--- config.mk ---
export PLATFORM = sky130hd
export DESIGN_NAME = dual_addr_latch
export DESIGN_NICKNAME = d
export VERILOG_FILES = /design/src/rtl/dual_addr_latch.sv
export SDC_FILE = /design/constraint.sdc
export NUM_CORES = 1
export LEC_CHECK = 0
export BUFFER_PORTS_ARGS = -buffer_cell sky130_fd_sc_hd__clkbuf_2
export CORE_AREA = 2 2 39 41
export CTS_BUF_LIST = sky130_fd_sc_hd__clkbuf_4 sky130_fd_sc_hd__clkbuf_8 sky130_fd_sc_hd__clkbuf_16
export CTS_CLUSTER_SIZE = 28
export DETAILED_ROUTE_END_ITERATION = 16
export DIE_AREA = 0 0 41 43
export GPL_TIMING_DRIVEN = 0
export PLACE_DENSITY = 0.58
export SLEW_MARGIN = 0
export SYNTH_ARGS = -nofsm -noshare
export SYNTH_HDL_FRONTEND = slang
export SYNTH_SLANG_ARGS = --single-unit
--- constraint.sdc ---
create_clock -name clk -period 1 [get_ports clk]
set_clock_uncertainty 0.05 [all_clocks]
set_input_delay 0.1 -clock clk [delete_from_list [all_inputs] [get_ports clk]]
set_output_delay 0.1 -clock clk [all_outputs]
set_load 0.1 [all_outputs]
--- src/rtl/dual_addr_latch.sv ---
module dual_addr_latch #(
  parameter int BITS = 4,
  localparam int SW = (BITS > 1) ? $clog2(BITS) : 1
) (
  input  logic            clk,
  input  logic            rst,
  input  logic [SW-1:0]   sel,
  input  logic            en_n,
  input  logic            clr_n,
  input  logic            din_a,
  input  logic            din_b,
  output logic [BITS-1:0] q_a,
  output logic [BITS-1:0] q_b
);

  logic            m_wipe, m_steer, m_write;
  logic [BITS-1:0] onehot;
  logic [BITS-1:0] nxt_a, nxt_b;

  assign m_wipe  =  en_n & ~clr_n;
  assign m_steer = ~en_n & ~clr_n;
  assign m_write = ~en_n &  clr_n;
  assign onehot  = BITS'(1) << sel;

  assign nxt_a = m_wipe  ? '0 :
                 m_steer ? (onehot & {BITS{din_a}}) :
                 m_write ? ((q_a & ~onehot) | (onehot & {BITS{din_a}})) :
                           q_a;

  assign nxt_b = m_wipe  ? '0 :
                 m_steer ? (onehot & {BITS{din_b}}) :
                 m_write ? ((q_b & ~onehot) | (onehot & {BITS{din_b}})) :
                           q_b;

  always_ff @(posedge clk) begin
    if (rst) begin
      q_a <= '0;
      q_b <= '0;
    end else begin
      q_a <= nxt_a;
      q_b <= nxt_b;
    end
  end


  reset_zero_chk: assert property (@(posedge clk)
    rst |=> (q_a == '0 && q_b == '0));


  wipe_zero_chk: assert property (@(posedge clk) disable iff (rst)
    (en_n && !clr_n) |=> (q_a == '0 && q_b == '0));


  steer_single_chk: assert property (@(posedge clk) disable iff (rst)
    (!en_n && !clr_n) |=> ($countones(q_a) <= 1 && $countones(q_b) <= 1 &&
                           q_a[$past(sel)] == $past(din_a) &&
                           q_b[$past(sel)] == $past(din_b)));


  write_bit_chk: assert property (@(posedge clk) disable iff (rst)
    (!en_n && clr_n) |=> (q_a[$past(sel)] == $past(din_a) &&
                          q_b[$past(sel)] == $past(din_b)));


  hold_stable_chk: assert property (@(posedge clk) disable iff (rst)
    (en_n && clr_n) |=> ($stable(q_a) && $stable(q_b)));


  sel_steady_chk: assert property (@(posedge clk) disable iff (rst)
    (!en_n && clr_n && $past(!en_n && clr_n)) |-> $stable(sel));

endmodule

=== After elaboration in Yosys (flattened, before gate mapping) ===
Index checks and enable logic that the tools add are counted.

* Word-level logic and storage cells: 21
* Flip-flop bits (word level): 8
* Output and inout port bits: 8
* Input bits: 8

* Shift operators: 1
* Reductions and logical operators: 2
* Bitwise operators: 12
* Muxes and demuxes: 4

{| class="wikitable"
|+ Operator list
! operator !! number
|-
| $and A4 B4 Y4 || 4
|-
| $mux W4 || 4
|-
| $or A4 B4 Y4 || 2
|-
| $not A4 Y4 || 1
|-
| $shl A1 B2 Y4 const A || 1
|-
| $and A1 B1 Y1 || 3
|-
| $not A1 Y1 || 2
|-
| $reduce_bool A2 Y1 || 1
|-
| $reduce_or A2 Y1 || 1
|}

=== Depth between registers and ports, before layout ===
* Depth in word-level cells: 6
* Mapped depth: 3
* Depth with buffers taken out: 2

=== Worst setup path before layout ===
Ideal clock, no wire load.

* Path kind: register -> register
* Start: register (tool-made name)
* End: register (tool-made name)
* Data arrival time: 1193 ps
* Clock period less this slack: 1315 ps
* Path buffers: 0
* Library setup time: 72 ps
* Data required time: 878 ps
* Stages on the path, launching flop included: 3
* Path slack: -315 ps
* Path through: dfxtp_1 nand3b_1 mux2i_1

==> results.toml <==
[hold_path]
hold_start = "din_b"
min_path_type = "in -> reg"
holdPathStages = 3

[die]
initial_utilization = 0.253
pin_count = 16
rows = 14
die_area_sq_um = 1760
die_w_um = 41
placeableCoreArea_sq_um = 1380
die_y_um = 43

[setup_path]
slowest_stage = "dfxtp_4"
path_buf_inv = 1
path_cells = "clkbuf_8"
worstPathArrival_ns = 0.83
cp-end-kind = "output pin"
rrSetupSlack_ns = 0.31
cp_top_family = "flip-flops"
cp.required_ns = 0.85
cp_max_fo = 2
reg2reg_depth = 2
critical_path_class = "reg -> out"
worstSetupStartpointType = "flop"
max_stage_delay_ns = 0.34

[clocking]
htree_num_levels = 1
cts_root_buffer = "clkbuf_4"
post_cts_buffers = 0
clk_latency_ns = 0.25
holdBufCountCts = 0
cts_tree = "built"
clockBufferDepth = 2
clock_sinks = 8
cts_made_buffers = 3
clkTransAtPathRegs_ns = 0.06

[power_and_ir_drop]
pwr-share-seq = 0.434
internal-power_uw = 548
power_density_nw_per_um2 = 1340
switchingPower_uw = 204
peakVddDrop_mv = 0.669
p_comb_frac = 0.177
total_leakage_power_uw = 0.000238
switching_share = 0.271
clkPwrFrac = 0.388

[drt]
dr.pass1.iters = 2
routedWlPerCell_um = 11.0
drt-total-wl_um = 717
num_vias = 292
post_drt_via_cell_ratio = 4.49
drc = 0
ant_nets = 0
drt_iter0_markers = 6

[final_layout]
area.growth.synth_to_final_pct = 59.6
final_cells = 65
fill_cells = 139
diodes = 0
finalNetCount = 58
drive_gt1_frac = 0.551

[grt]
grt-ovfl-total = 0
grt_max_degree = 11
grtUsageTotal = 0.0957
grt_pass1_vias = 295
grt_pass1_wl_um = 1150
antenna_found_initial = 0

[synthesis]
syn_inst = 31
synth_area_sq_um = 350
avgSynthCellArea_sq_um = 11.3
synth.distinct_cells = 7
syn_nets = 39
ys_seq_elements = 8
yosys_warnings = 0
ys_seq_area_frac = 0.457

[sta]
postLayoutSetupSlackWorst_ns = 0.0234
maxSlewViolCount = 0
hold_viol = 0
min_period_over_period = 0.977
setup_viol = 0
fmax_mhz = 1020
grt_setup_unrepaired = "false"
worst_slew_pin_slew_ns = 0.477
post-route-min-period_ns = 0.977
slew_headroom = 0.681

[placed_design]
pre_cts_slack_ns = 0.00220
gp_congestion = 0.601
placed_cells = 61
io_buffers = 14

[job]
cap_violations = 0

[outcome]
status = "completed"
==> cells by family (layout without fill, tap and decap cells) <==
group	after synthesis	after routing	synth area share
flops	8	8	0.457
simple gates	14	14	0.304
mux	8	8	0.229
buf+inv	1	19	0.0107
==> what timing repair did <==
| item | in CTS | in global routing |
|---|---|---|
| setup endpoints to repair | 8 | 1 |
| pin swaps | 0 | 0 |
| resized for setup | 16 | 1 |
==> cell type report <==
class | count | area (sq um) | area share
flip-flops and latches | 8 | 178 | 0.318
multi-input cells | 22 | 186 | 0.333
well taps | 16 | 20.0 | 0.0358
repair buffers | 14 | 141 | 0.253
plain buffers | 1 | 3.75 | 0.00671
clock buffers | 4 | 30.0 | 0.0537
==> layer usage <==
layer  track usage  part of all wire  vias up
met2         0.128              0.41       11
met3        0.0314             0.089        0
met5             0                 0        -
met1         0.136              0.50      129
met4        0.0400                 0        0
li1              -                 -      152
==> layout by cell type, fill, tap and decap left out, drive strengths merged <==
cell type  count
clkbuf        18
nand3b         9
mux2i          8
dfxtp          8
nand2b         2
nor3b          2
or3            1
buf            1
==> stage by stage <==
step	hold WS, ns	utilization	instance area [sq um]	TNS (ns)	total power [uW]
after floorplan	0.227	-	368	-0.00508	422
after global routing	0.151	0.404	559	0	787
final	0.120	0.404	559	0	752
after detailed placement	0.396	0.331	458	0	453
after CTS	0.125	0.403	558	0	759
after global placement	0.391	0.331	458	-0.00354	453
==> how the worst max path moves through the flow <==
stage,startpoint,endpoint,slack (ns),depth (start not counted)
final,flop,q_a[0],0.02,1
after global routing,flop,q_a[0],0.002,1
after CTS,flop,q_a[0],0.02,1
after detailed placement,sel[1],flop,0.002,3
after global placement,sel[1],flop,-0.004,3
after floorplan,flop,flop,-0.005,2
==> synth_stat cells (all sizes together) <==
master  instances  share of area
or3             1          0.032
mux2i           8           0.23
nand3b          9           0.19
dfxtp           8           0.46
clkbuf          1          0.011
nand2b          2          0.036
nor3b           2          0.043
==> power by group through the flow <==
stage / sequential (uW) / clock, uW / combinational [uW]
after global placement: 332 / 0 / 121
after detailed placement: 332 / 0 / 121
final: 327 / 292 / 133
after floorplan: 388 / 0 / 33.7
after global routing: 327 / 320 / 139
after CTS: 327 / 299 / 133
Note: power is estimated with default switching activity, not from simulation.
